[config.mk]
export PLATFORM = sky130hd
export DESIGN_NAME = ecc_csr_block
export DESIGN_NICKNAME = d
export VERILOG_FILES = /design/src/rtl/ecc_csr_pkg.sv /design/src/rtl/ecc_step_stub.sv /design/src/rtl/ecc_irq_chan.sv /design/src/rtl/ecc_csr_block.sv
export SDC_FILE = /design/constraint.sdc
export NUM_CORES = 1
export LEC_CHECK = 0
export BUFFER_PORTS_ARGS = -buffer_cell sky130_fd_sc_hd__buf_2
export CORE_ASPECT_RATIO = 0.75
export CORE_MARGIN = 5
export CORE_UTILIZATION = 50
export CTS_CLUSTER_DIAMETER = 120
export CTS_CLUSTER_SIZE = 30
export DETAILED_ROUTE_END_ITERATION = 10
export HOLD_SLACK_MARGIN = 0.08
export PLACE_DENSITY = 0.7
export SKIP_CTS_REPAIR_TIMING = 1
export SLEW_MARGIN = 20
export SYNTH_ARGS = -nofsm -noshare
export SYNTH_HDL_FRONTEND = slang
export SYNTH_SLANG_ARGS = --single-unit
[constraint.sdc]
create_clock -name clk -period 3.4 [get_ports clk]
set_clock_uncertainty 0.2 [all_clocks]
set_input_delay 0.68 -clock clk [delete_from_list [all_inputs] [get_ports clk]]
set_output_delay 0.68 -clock clk [all_outputs]
set_load 0.02 [all_outputs]
[src/rtl/ecc_csr_pkg.sv]
package ecc_csr_pkg;
  localparam int CSR_AW = 12;
  localparam int CSR_DW = 32;

  // Per-direction bases; the per-engine offsets below are added to these
  localparam logic [CSR_AW-1:0] ENC_BASE = 12'h000;
  localparam logic [CSR_AW-1:0] DEC_BASE = 12'h100;

  localparam logic [CSR_AW-1:0] OFS_CTRL = 12'h000;
  localparam logic [CSR_AW-1:0] OFS_CFG  = 12'h004;
  localparam logic [CSR_AW-1:0] OFS_IDLE = 12'h00C;
  localparam logic [CSR_AW-1:0] OFS_IEN  = 12'h020;
  localparam logic [CSR_AW-1:0] OFS_IST  = 12'h024;

  // Single-instance registers
  localparam logic [CSR_AW-1:0] ADR_SRC  = 12'h008;
  localparam logic [CSR_AW-1:0] ADR_MASK = 12'h110;
  localparam logic [CSR_AW-1:0] ADR_ERR  = 12'h140;

  // Sector-count field position inside a config word
  localparam int SECT_LSB = 8;

  typedef enum logic [0:0] {DIR_ENC = 1'b0, DIR_DEC = 1'b1} ecc_dir_e;
endpackage

[src/rtl/ecc_step_stub.sv]
// Stand-in for an ECC core: runs (last_idx+1) sectors of STEP_CYC cycles each
module ecc_step_stub #(
  parameter int NUM_SECT = 8,
  parameter int STEP_CYC = 4
) (
  input  logic clk,
  input  logic rst,
  input  logic start,
  input  logic abort,
  input  logic [((NUM_SECT > 1) ? $clog2(NUM_SECT) : 1)-1:0] last_idx,
  output logic busy,
  output logic done_p,
  output logic [((NUM_SECT > 1) ? $clog2(NUM_SECT) : 1)-1:0] done_idx,
  output logic done_last
);
  localparam int SECT_W = (NUM_SECT > 1) ? $clog2(NUM_SECT) : 1;
  localparam int CNT_W  = (STEP_CYC > 1) ? $clog2(STEP_CYC) : 1;
  localparam logic [CNT_W-1:0] CNT_END = CNT_W'(STEP_CYC - 1);

  logic [CNT_W-1:0]  cnt_q;
  logic [SECT_W-1:0] sec_q;
  logic [SECT_W-1:0] last_q;

  always_ff @(posedge clk) begin
    if (rst) begin
      busy      <= 1'b0;
      cnt_q     <= '0;
      sec_q     <= '0;
      last_q    <= '0;
      done_p    <= 1'b0;
      done_idx  <= '0;
      done_last <= 1'b0;
    end else begin
      done_p    <= 1'b0;
      done_last <= 1'b0;
      if (abort) begin
        busy <= 1'b0;
      end else if (start && !busy) begin
        busy   <= 1'b1;
        cnt_q  <= '0;
        sec_q  <= '0;
        last_q <= last_idx;
      end else if (busy) begin
        if (cnt_q == CNT_END) begin
          cnt_q     <= '0;
          done_p    <= 1'b1;
          done_idx  <= sec_q;
          done_last <= (sec_q == last_q);
          if (sec_q == last_q) busy <= 1'b0;
          else                 sec_q <= sec_q + 1'b1;
        end else begin
          cnt_q <= cnt_q + 1'b1;
        end
      end
    end
  end
endmodule

[src/rtl/ecc_irq_chan.sv]
// One direction's interrupt enable / read-to-clear status pair
module ecc_irq_chan #(
  parameter bit PAGE_OK = 1'b1
) (
  input  logic       clk,
  input  logic       rst,
  input  logic       ien_wr,
  input  logic [1:0] ien_wdata,
  input  logic       st_rd,
  input  logic       done_p,
  input  logic       done_last,
  output logic [1:0] ien_q,
  output logic       st_q,
  output logic       irq_term
);
  logic page_sel;
  logic page_wr;
  logic st_set;

  generate
    if (PAGE_OK) begin : g_page
      assign page_sel = ien_q[1];
      assign page_wr  = ien_wdata[1];
    end else begin : g_step_only
      assign page_sel = 1'b0;
      assign page_wr  = 1'b0;
    end
  endgenerate

  // Page mode: only the final sector of a run raises status
  assign st_set = done_p && (!page_sel || done_last);

  always_ff @(posedge clk) begin
    if (rst) begin
      ien_q <= 2'b00;
      st_q  <= 1'b0;
    end else begin
      if (ien_wr) ien_q <= {page_wr, ien_wdata[0]};
      // Set beats the read-clear so a coincident completion is not lost
      st_q <= st_set | (st_q & ~st_rd);
    end
  end

  assign irq_term = st_q & ien_q[0];
endmodule

[src/rtl/ecc_csr_block.sv]
module ecc_csr_block
  import ecc_csr_pkg::*;
#(
  parameter int NUM_SECT    = 8,
  parameter int STEP_CYC    = 4,
  parameter bit PAGE_IRQ_OK = 1'b1
) (
  input  logic              clk,
  input  logic              rst,
  input  logic              req_valid,
  output logic              req_ready,
  input  logic              req_write,
  input  logic [CSR_AW-1:0] req_addr,
  input  logic [CSR_DW-1:0] req_wdata,
  output logic              rsp_valid,
  output logic [CSR_DW-1:0] rsp_rdata,
  output logic              irq
);
  localparam int SECT_W = (NUM_SECT > 1) ? $clog2(NUM_SECT) : 1;

  logic wr_en, rd_en;
  logic [1:0] ctrl_hit, cfg_hit, idle_hit, ien_hit, ist_hit;
  logic src_hit, mask_hit, err_hit;

  logic [1:0]        ctrl_q;
  logic [CSR_DW-1:0] cfg_q [2];
  logic [CSR_DW-1:0] src_q;
  logic [1:0]        ien_q [2];
  logic [1:0]        st_q;
  logic [1:0]        err_q;
  logic [1:0]        err_set;
  logic [NUM_SECT-1:0] dmask_q;
  logic [NUM_SECT-1:0] dmask_set;

  logic [1:0]        busy, done_p, done_last, irq_term;
  logic [SECT_W-1:0] done_idx [2];
  logic [CSR_DW-1:0] rd_mux;

  assign req_ready = 1'b1;
  assign wr_en = req_valid & req_write;
  assign rd_en = req_valid & ~req_write;

  assign src_hit  = (req_addr == ADR_SRC);
  assign mask_hit = (req_addr == ADR_MASK);
  assign err_hit  = (req_addr == ADR_ERR);

  generate
    for (genvar d = 0; d < 2; d++) begin : g_dir
      localparam logic [CSR_AW-1:0] BASE = (d == int'(DIR_DEC)) ? DEC_BASE : ENC_BASE;

      assign ctrl_hit[d] = (req_addr == (BASE | OFS_CTRL));
      assign cfg_hit[d]  = (req_addr == (BASE | OFS_CFG));
      assign idle_hit[d] = (req_addr == (BASE | OFS_IDLE));
      assign ien_hit[d]  = (req_addr == (BASE | OFS_IEN));
      assign ist_hit[d]  = (req_addr == (BASE | OFS_IST));

      // A config write to a running engine is dropped and flagged
      assign err_set[d] = wr_en & cfg_hit[d] & busy[d];

      ecc_step_stub #(
        .NUM_SECT (NUM_SECT),
        .STEP_CYC (STEP_CYC)
      ) u_stub (
        .clk       (clk),
        .rst       (rst),
        .start     (wr_en & ctrl_hit[d] & req_wdata[0]),
        .abort     (wr_en & ctrl_hit[d] & ~req_wdata[0]),
        .last_idx  (cfg_q[d][SECT_LSB +: SECT_W]),
        .busy      (busy[d]),
        .done_p    (done_p[d]),
        .done_idx  (done_idx[d]),
        .done_last (done_last[d])
      );

      ecc_irq_chan #(
        .PAGE_OK (PAGE_IRQ_OK)
      ) u_chan (
        .clk       (clk),
        .rst       (rst),
        .ien_wr    (wr_en & ien_hit[d]),
        .ien_wdata (req_wdata[1:0]),
        .st_rd     (rd_en & ist_hit[d]),
        .done_p    (done_p[d]),
        .done_last (done_last[d]),
        .ien_q     (ien_q[d]),
        .st_q      (st_q[d]),
        .irq_term  (irq_term[d])
      );
    end
  endgenerate

  assign dmask_set = done_p[DIR_DEC] ? (NUM_SECT'(1) << done_idx[DIR_DEC]) : '0;

  always_ff @(posedge clk) begin
    if (rst) begin
      ctrl_q  <= 2'b00;
      cfg_q   <= '{default: '0};
      src_q   <= '0;
      err_q   <= 2'b00;
      dmask_q <= '0;
    end else begin
      for (int d = 0; d < 2; d++) begin
        if (wr_en && ctrl_hit[d]) ctrl_q[d] <= req_wdata[0];
        if (wr_en && cfg_hit[d] && !busy[d]) cfg_q[d] <= req_wdata;
      end
      if (wr_en && src_hit) src_q <= req_wdata;
      err_q   <= ((wr_en && err_hit) ? (err_q & ~req_wdata[1:0]) : err_q) | err_set;
      dmask_q <= ((rd_en && mask_hit) ? '0 : dmask_q) | dmask_set;
    end
  end

  always_comb begin
    rd_mux = '0;
    for (int d = 0; d < 2; d++) begin
      if (ctrl_hit[d]) rd_mux = {31'b0, ctrl_q[d]};
      if (cfg_hit[d])  rd_mux = cfg_q[d];
      if (idle_hit[d]) rd_mux = {31'b0, ~busy[d]};
      if (ien_hit[d])  rd_mux = {30'b0, ien_q[d]};
      if (ist_hit[d])  rd_mux = {31'b0, st_q[d]};
    end
    if (src_hit)  rd_mux = src_q;
    if (mask_hit) rd_mux = CSR_DW'(dmask_q);
    if (err_hit)  rd_mux = {30'b0, err_q};
  end

  always_ff @(posedge clk) begin
    if (rst) begin
      rsp_valid <= 1'b0;
      rsp_rdata <= '0;
      irq       <= 1'b0;
    end else begin
      rsp_valid <= rd_en;
      if (rd_en) rsp_rdata <= rd_mux;
      irq <= |irq_term;
    end
  end
endmodule

### Yosys cells after proc, flatten, opt, wreduce, memory -nomap -nowiden

Index checks and enable logic that the tools add are counted.
W data, S select, Z words.

| storage, ports and cells | value |
|---|---|
| flip-flop bits (word level) | 173 |
| latch bits | 0 |
| RAM bits | 0 |
| ROM bits | 0 |
| output and inout bits | 35 |
| logic and storage cells | 165 |
| memories kept | 0 |

| cells by class | value |
|---|---|
| add/subtract/negate cells | 4 |
| multiply operators | 0 |
| div/mod/pow operators | 0 |
| magnitude comparators | 0 |
| eq/ne operators | 18 |
| shift-type cells | 1 |
| mux-type cells | 40 |
| bitwise operators | 37 |
| reductions and logical operators | 38 |

Operators by type and width:

| operator | number |
|---|---|
| $mux W32 | 12 |
| $eq A12 B9 Y1 const B | 7 |
| $eq A12 B4 Y1 const B | 2 |
| $eq A12 B6 Y1 const B | 2 |
| $mux W3 | 8 |
| $and A1 B1 Y1 | 20 |
| $mux W8 | 2 |
| $mux W2 | 7 |
| $logic_and A1 B1 Y1 | 13 |
| $eq A12 B3 Y1 const B | 1 |
| $logic_not A12 Y1 | 1 |
| $reduce_and A4 Y1 | 3 |
| $mux W1 | 11 |
| $not A1 Y1 | 11 |
| $reduce_or A5 Y1 | 2 |
| $or A8 B8 Y8 | 1 |
| $reduce_and A2 Y1 | 4 |
| $reduce_bool A2 Y1 | 4 |
| $reduce_or A4 Y1 | 2 |
| $shl A1 B3 Y8 const A | 1 |
| $add A3 B1 Y3 const B | 2 |
| $eq A3 B3 Y1 | 2 |
| $reduce_or A2 Y1 | 3 |
| $add A2 B1 Y2 const B | 2 |
| 8 further kinds | 15 |

### Longest topological paths before layout

| logic depth | value |
|---|---|
| depth after elaboration | 14 |
| depth in mapped cells | 9 |
| mapped depth without buffers | 5 |

### Hierarchy

From an unflattened synthesis, not the netlist that was laid out.

| second synthesis, totals | value |
|---|---|
| cell total of the unflattened synthesis | 874 |
| area total of the unflattened synthesis | 7334.5 µm² |

By module, submodules not included:

| module | times used | cells each | area an instance (µm²) | sequential area each (µm²) |
|---|---|---|---|---|
| ecc_csr_block | 1 | 714 | 5863.1 | 2842.7 |
| ecc_step_stub | 2 | 68 | 608.1 | 280.3 |
| ecc_irq_chan | 2 | 12 | 127.6 | 60.1 |

### Least setup slack after synthesis

No wires, ideal clock.

| timing path | value |
|---|---|
| path type | input-to-reg |
| start | input req_addr[2] |
| end | register g_dir[0].u_stub.sec_q[2] |
| setup time | 0.121 ns |
| data arrival time | 2.312 ns |
| required time | 3.079 ns |
| setup slack | 0.767 ns |
| stages on the path | 7 |
| buffers on the path | 2 |
| path through | buf_2 -> nor4_1 -> buf_4 -> nand4_4 -> mux2i_2 -> nor3b_1 -> mux2_2 |

| on the way | value |
|---|---|
| word-level cells in the longest chain between the ends | 6 |

RTL lines:

| item | line | source |
|---|---|---|
| from (decl) | ecc_csr_block.sv:13 | `input logic [CSR_AW-1:0] req_addr,` |
| $logic_not A12 Y1 (*) | ecc_csr_block.sv:51 | `assign ctrl_hit[d] = (req_addr == (BASE \| OFS_CTRL));` |
| $and A1 B1 Y1 (*) | ecc_csr_block.sv:66, ecc_csr_block.sv:67 |  |
| $and A1 B1 Y1 | ecc_csr_block.sv:66 | `.start (wr_en & ctrl_hit[d] & req_wdata[0]),` |
| $logic_and A1 B1 Y1 | ecc_step_stub.sv:38 | `end else if (start && !busy) begin` |
| $ne A2 B1 Y1 (no source line) / $reduce_bool A2 Y1 (equally long branches) | - |  |
| $reduce_and A4 Y1 (no source line) | - |  |
| to (signal assigned) | ecc_step_stub.sv:50 | `else sec_q <= sec_q + 1'b1;` |
| to (decl) | ecc_step_stub.sv:21 | `logic [SECT_W-1:0] sec_q;` |

Mark *: on every way between the ends. The rest lies on a longest branch, timed or not.
A chain may end at the register's enable or synchronous reset.

### Worst setup path after layout

| timing path | value |
|---|---|
| start | input req_addr[4] |
| end | register rsp_rdata[6] |

| on the way | value |
|---|---|
| word-level cells in the longest chain between the ends | 13 |

RTL lines:

| item | line | source |
|---|---|---|
| $eq A12 B3 Y1 | ecc_csr_block.sv:52 | `assign cfg_hit[d] = (req_addr == (BASE \| OFS_CFG));` |
| $mux W32 | ecc_csr_block.sv:116 | `if (cfg_hit[d]) rd_mux = cfg_q[d];` |
| $mux W32 | ecc_csr_block.sv:117 | `if (idle_hit[d]) rd_mux = {31'b0, ~busy[d]};` |
| $mux W32 | ecc_csr_block.sv:118 | `if (ien_hit[d]) rd_mux = {30'b0, ien_q[d]};` |
| $mux W32 | ecc_csr_block.sv:119 | `if (ist_hit[d]) rd_mux = {31'b0, st_q[d]};` |
| $mux W32 | ecc_csr_block.sv:115 | `if (ctrl_hit[d]) rd_mux = {31'b0, ctrl_q[d]};` |
| $mux W32 | ecc_csr_block.sv:116 |  |
| $mux W32 | ecc_csr_block.sv:117 |  |
| $mux W32 | ecc_csr_block.sv:118 |  |
| $mux W32 | ecc_csr_block.sv:119 |  |
| $mux W32 | ecc_csr_block.sv:121 | `if (src_hit) rd_mux = src_q;` |
| $mux W32 | ecc_csr_block.sv:122 | `if (mask_hit) rd_mux = CSR_DW'(dmask_q);` |
| $mux W32 (*) | ecc_csr_block.sv:123 | `if (err_hit) rd_mux = {30'b0, err_q};` |
| to (signal assigned) | ecc_csr_block.sv:133 | `if (rd_en) rsp_rdata <= rd_mux;` |
| to (decl) | ecc_csr_block.sv:16 | `output logic [CSR_DW-1:0] rsp_rdata,` |

Marks and branches as above.

==> run_results.csv <==
group,metric,value,unit
layout,area_growth,16.2,%
sta,max_freq,384,MHz
clocking,cts_num_sinks,173,
setup_path,end_kind,"flop",
sta,tns,0,ns
route,dr.first_iter.drc_count,689,
power,p_per_area,502,nW/um2
die,initial_utilization,50.4,%
die,die_y,114,um
power,max-vdd-ir-drop,357,uV
layout,fin_nets,963,
die,die_area,16900,um2
placed_design,port_buffers,81,
synth,synth_nets,904,
clocking,path_clk_slew,0.07,ns
synth,postSynth.asyncResetShare,0,%
sta,final_max_slew_viol_count,0,
synth,netlist_instances,852,
route,wirelength,19.0,mm
die,io-pin-count,83,
route,dr.pass1.iters,5,
clocking,numCtsBuffers,17,
route,viasPerCell,5.66,
clocking,clock_latency,0.43,ns
layout,final_core_util,58.6,%
global_routing,grt_pass1_wl,30.7,mm
die,rows,38,
run_status,status,"finished, final reports clean",
die,die_w,148,um
sta,min_period,2.61,ns
synth,synth_edf_count,0,
synth,synth_area_per_cell,8.43,um2
clocking,cts_root_buffer,"clkbuf_16",
setup_path,worstPathArrival,2.78,ns
setup_path,critPathMaxFanout,28,
power,pwr-share-seq,48.3,%
power,swShare,22.8,%
global_routing,track_usage,22.7,%
synth,synthTopCellsByArea,"dfxtp_1, nand2_1, a21oi_1, a22oi_1, mux2i_1",
clocking,ctsLongestPathBuffers,2,
layout,seq_area,3460,um2
global_routing,grt_max_degree,101,
synth,yosysWarningCount,0,
setup_path,critical-path-slowest-cell,"buf_4",
route,final_antenna_net_count,0,
setup_path,critPathMaxStageDelay,0.42,ns
power,pwr-share-comb,3.6,%
setup_path,path_cells,"buf_2 -> nor4_4 -> buf_4 -> and3_1 -> buf_4 -> a22oi_1 -> a31oi_1 -> a21o_1",
synth,ys_ff_latch,173,
layout,multi_input_area,3390,um2
setup_path,path_buf_inv,3,
layout,final_cells,1103,
placed_design,dp_cells,1072,
power,leakagePower,0.00312,uW
clocking,cts_tree,"yes",
min_path,hold_path_class,"flop to flop",
synth,synth-main-ff-cell,"dfxtp_1",
synth,ys_seq_area_share,48.2,%
synth,synth_top_cell_area_share,48.2,%
global_routing,gr-total-overflow,0,
route,drc_errors,0,
synth,yosys.cell_types.count,60,
sta,finalSetupViolations,0,
layout,n_antenna_cell,0,
die,core-area,14300,um2
synth,syn-cell-area,7190,um2
setup_path,worstPathRequired,3.57,ns
clocking,cts_max_level,4,
placed_design,place_congestion,0.944,
synth,synth_top_area_cell,"dfxtp_1",
flow_run,maxCapViolations,0,
sta,final_hold_viol_count,0,
setup_path,r2r_slack,1.57,ns
layout,drive_gt1_share,17.0,%
setup_path,critPathKind,"input pin to flop",
setup_path,crit_path_frequent_cell,"buf_4",
power,p_int,3240,uW
route,vias,6243,
power,p_clk_share,48.1,%
sta,relSlewSlack,27.9,%
global_routing,grt_pass1_vias,5763,
layout,fillers,1286,
global_routing,antenna_found_initial,0,
sta,worstMarginPinSlew,1.08,ns
setup_path,worst_path_dominant_cell_family,"buffers and inverters",
setup_path,cp-start-kind,"input pin",
power,net-switching-power,956,uW
placed_design,place_hpwl,12.0,mm
route,wl_per_cell,17.2,um
sta,rsz0062_at_grt,"false",
sta,final.period_utilization,76.7,%
-- Yosys cell counts (all sizes together) (3+ instances only) --
library cell,n
a21o,20
nor3,10
a31oi,8
nor4b,7
o21ai,26
dfxtp,173
a222oi,12
nor2b,6
nor3b,6
ha,4
o211ai,3
mux2i,20
clkbuf,39
nand4,7
and3,4
xnor2,6
a22oi,27
nor2,39
a32oi,6
nor4,3
nand3,11
inv,4
buf,26
a21oi,114
nand2,237
nand2b,4
mux2,3
-- layer usage --
| metal | part of all wire [%] | vias to the layer above | GRT usage, % | wire, um |
|---|---|---|---|---|
| li1 | - | 3073 | - | - |
| met1 | 48 | 2891 | 33.2 | 9040 |
| met2 | 43 | 267 | 33.5 | 8080 |
| met3 | 8.7 | 12 | 5.76 | 1640 |
| met4 | 1.0 | 0 | 5.91 | 190 |
| met5 | 0 | - | 0 | 0 |
-- worst register-to-register path, delay by kind of cell (launching register included) --
family,cells,cell delay [ns]
AO/OA/AOI/OAI,1,0.15
buffers and inverters,1,0.25
flip-flops,1,0.66
AND/OR/NAND/NOR,2,0.49
-- flip-flops by register name, summed over array words and instances (netlist names) --
register	count
g_dir.u_chan.st_q	2
dmask_q	8
err_q	2
src_q	32
g_dir.u_stub.done_p	2
ctrl_q	2
g_dir.u_chan.ien_q	4
g_dir.u_stub.done_last	2
rsp_valid	1
irq	1
rsp_rdata	32
cfg_q	64
g_dir.u_stub.sec_q	6
g_dir.u_stub.last_q	6
g_dir.u_stub.done_idx	3
g_dir.u_stub.cnt_q	4
g_dir.u_stub.busy	2
-- stage by stage --
stage               hold slack (ns)  setup WS [ns]  cell area, um2  power (uW)
finish                        0.248          0.794            8350        4200
CTS                           0.254          0.830            8350        4220
global route                  0.272          0.643            8350        4320
global placement              0.232          0.454            7740        2220
floorplan                     0.233          0.767            7190        2150
detailed placement            0.237          0.457            7740        2220
-- power by group through the flow --
stage          Sequential [uW]  Combinational, uW  Clock, uW
2_1_floorplan             2080               69.9          0
3_3_place_gp              2070                146          0
3_5_place_dp              2070                146          0
4_1_cts                   2030                147       2050
5_1_grt                   2030                162       2130
6_report                  2030                149       2020
-- cells by family (layout without fill, tap and decap cells) --
kind of cell | count (synthesis) | in the layout | synth area share [%]
AND/OR/NAND/NOR | 346 | 346 | 22.3
AO/OA/AOI/OAI | 229 | 229 | 19.7
flip-flops | 173 | 173 | 48.2
buffers and inverters | 69 | 140 | 4.89
multiplexers | 23 | 23 | 3.31
XOR/XNOR | 7 | 7 | 0.853
adder cells (fa/ha/maj) | 4 | 4 | 0.697
other | 1 | 1 | 0.0522
-- final timing paths --
path              depth (start not counted)                       startpoint                         end
setup reg to reg                          4  g_dir[0].u_stub.busy$_SDFF_PP0_      cfg_q[48]$_SDFFE_PP0P_
setup / recovery                          8                      req_addr[4]   rsp_rdata[6]$_SDFFE_PP0P_
hold / removal                            2       rsp_rdata[11]$_SDFFE_PP0P_  rsp_rdata[11]$_SDFFE_PP0P_
hold reg to reg                           2       rsp_rdata[11]$_SDFFE_PP0P_  rsp_rdata[11]$_SDFFE_PP0P_
-- cell type report --
type | instances | area share [%]
Clock buffer | 17 | 5.09
Clock inverter | 14 | 2.23
Inverter | 4 | 0.180
Multi-Input combinational cell | 610 | 40.5
Sequential cell | 173 | 41.5
Tap cell | 180 | 2.70
Timing Repair Buffer | 105 | 7.79
-- cells in the final DEF (no fill, tap or decap), types with 8 or more instances in the layout --
cell / instances
buf_2: 80
nor2_1: 38
a21o_1: 20
a31oi_1: 8
a21oi_1: 113
nor3_1: 10
a222oi_1: 12
nand2_1: 237
o21ai_0: 26
a22oi_1: 27
buf_4: 20
mux2i_1: 19
clkbuf_16: 17
dfxtp_1: 173
nand3_1: 11
No activity file was read; power rests on OpenSTA's default activity.
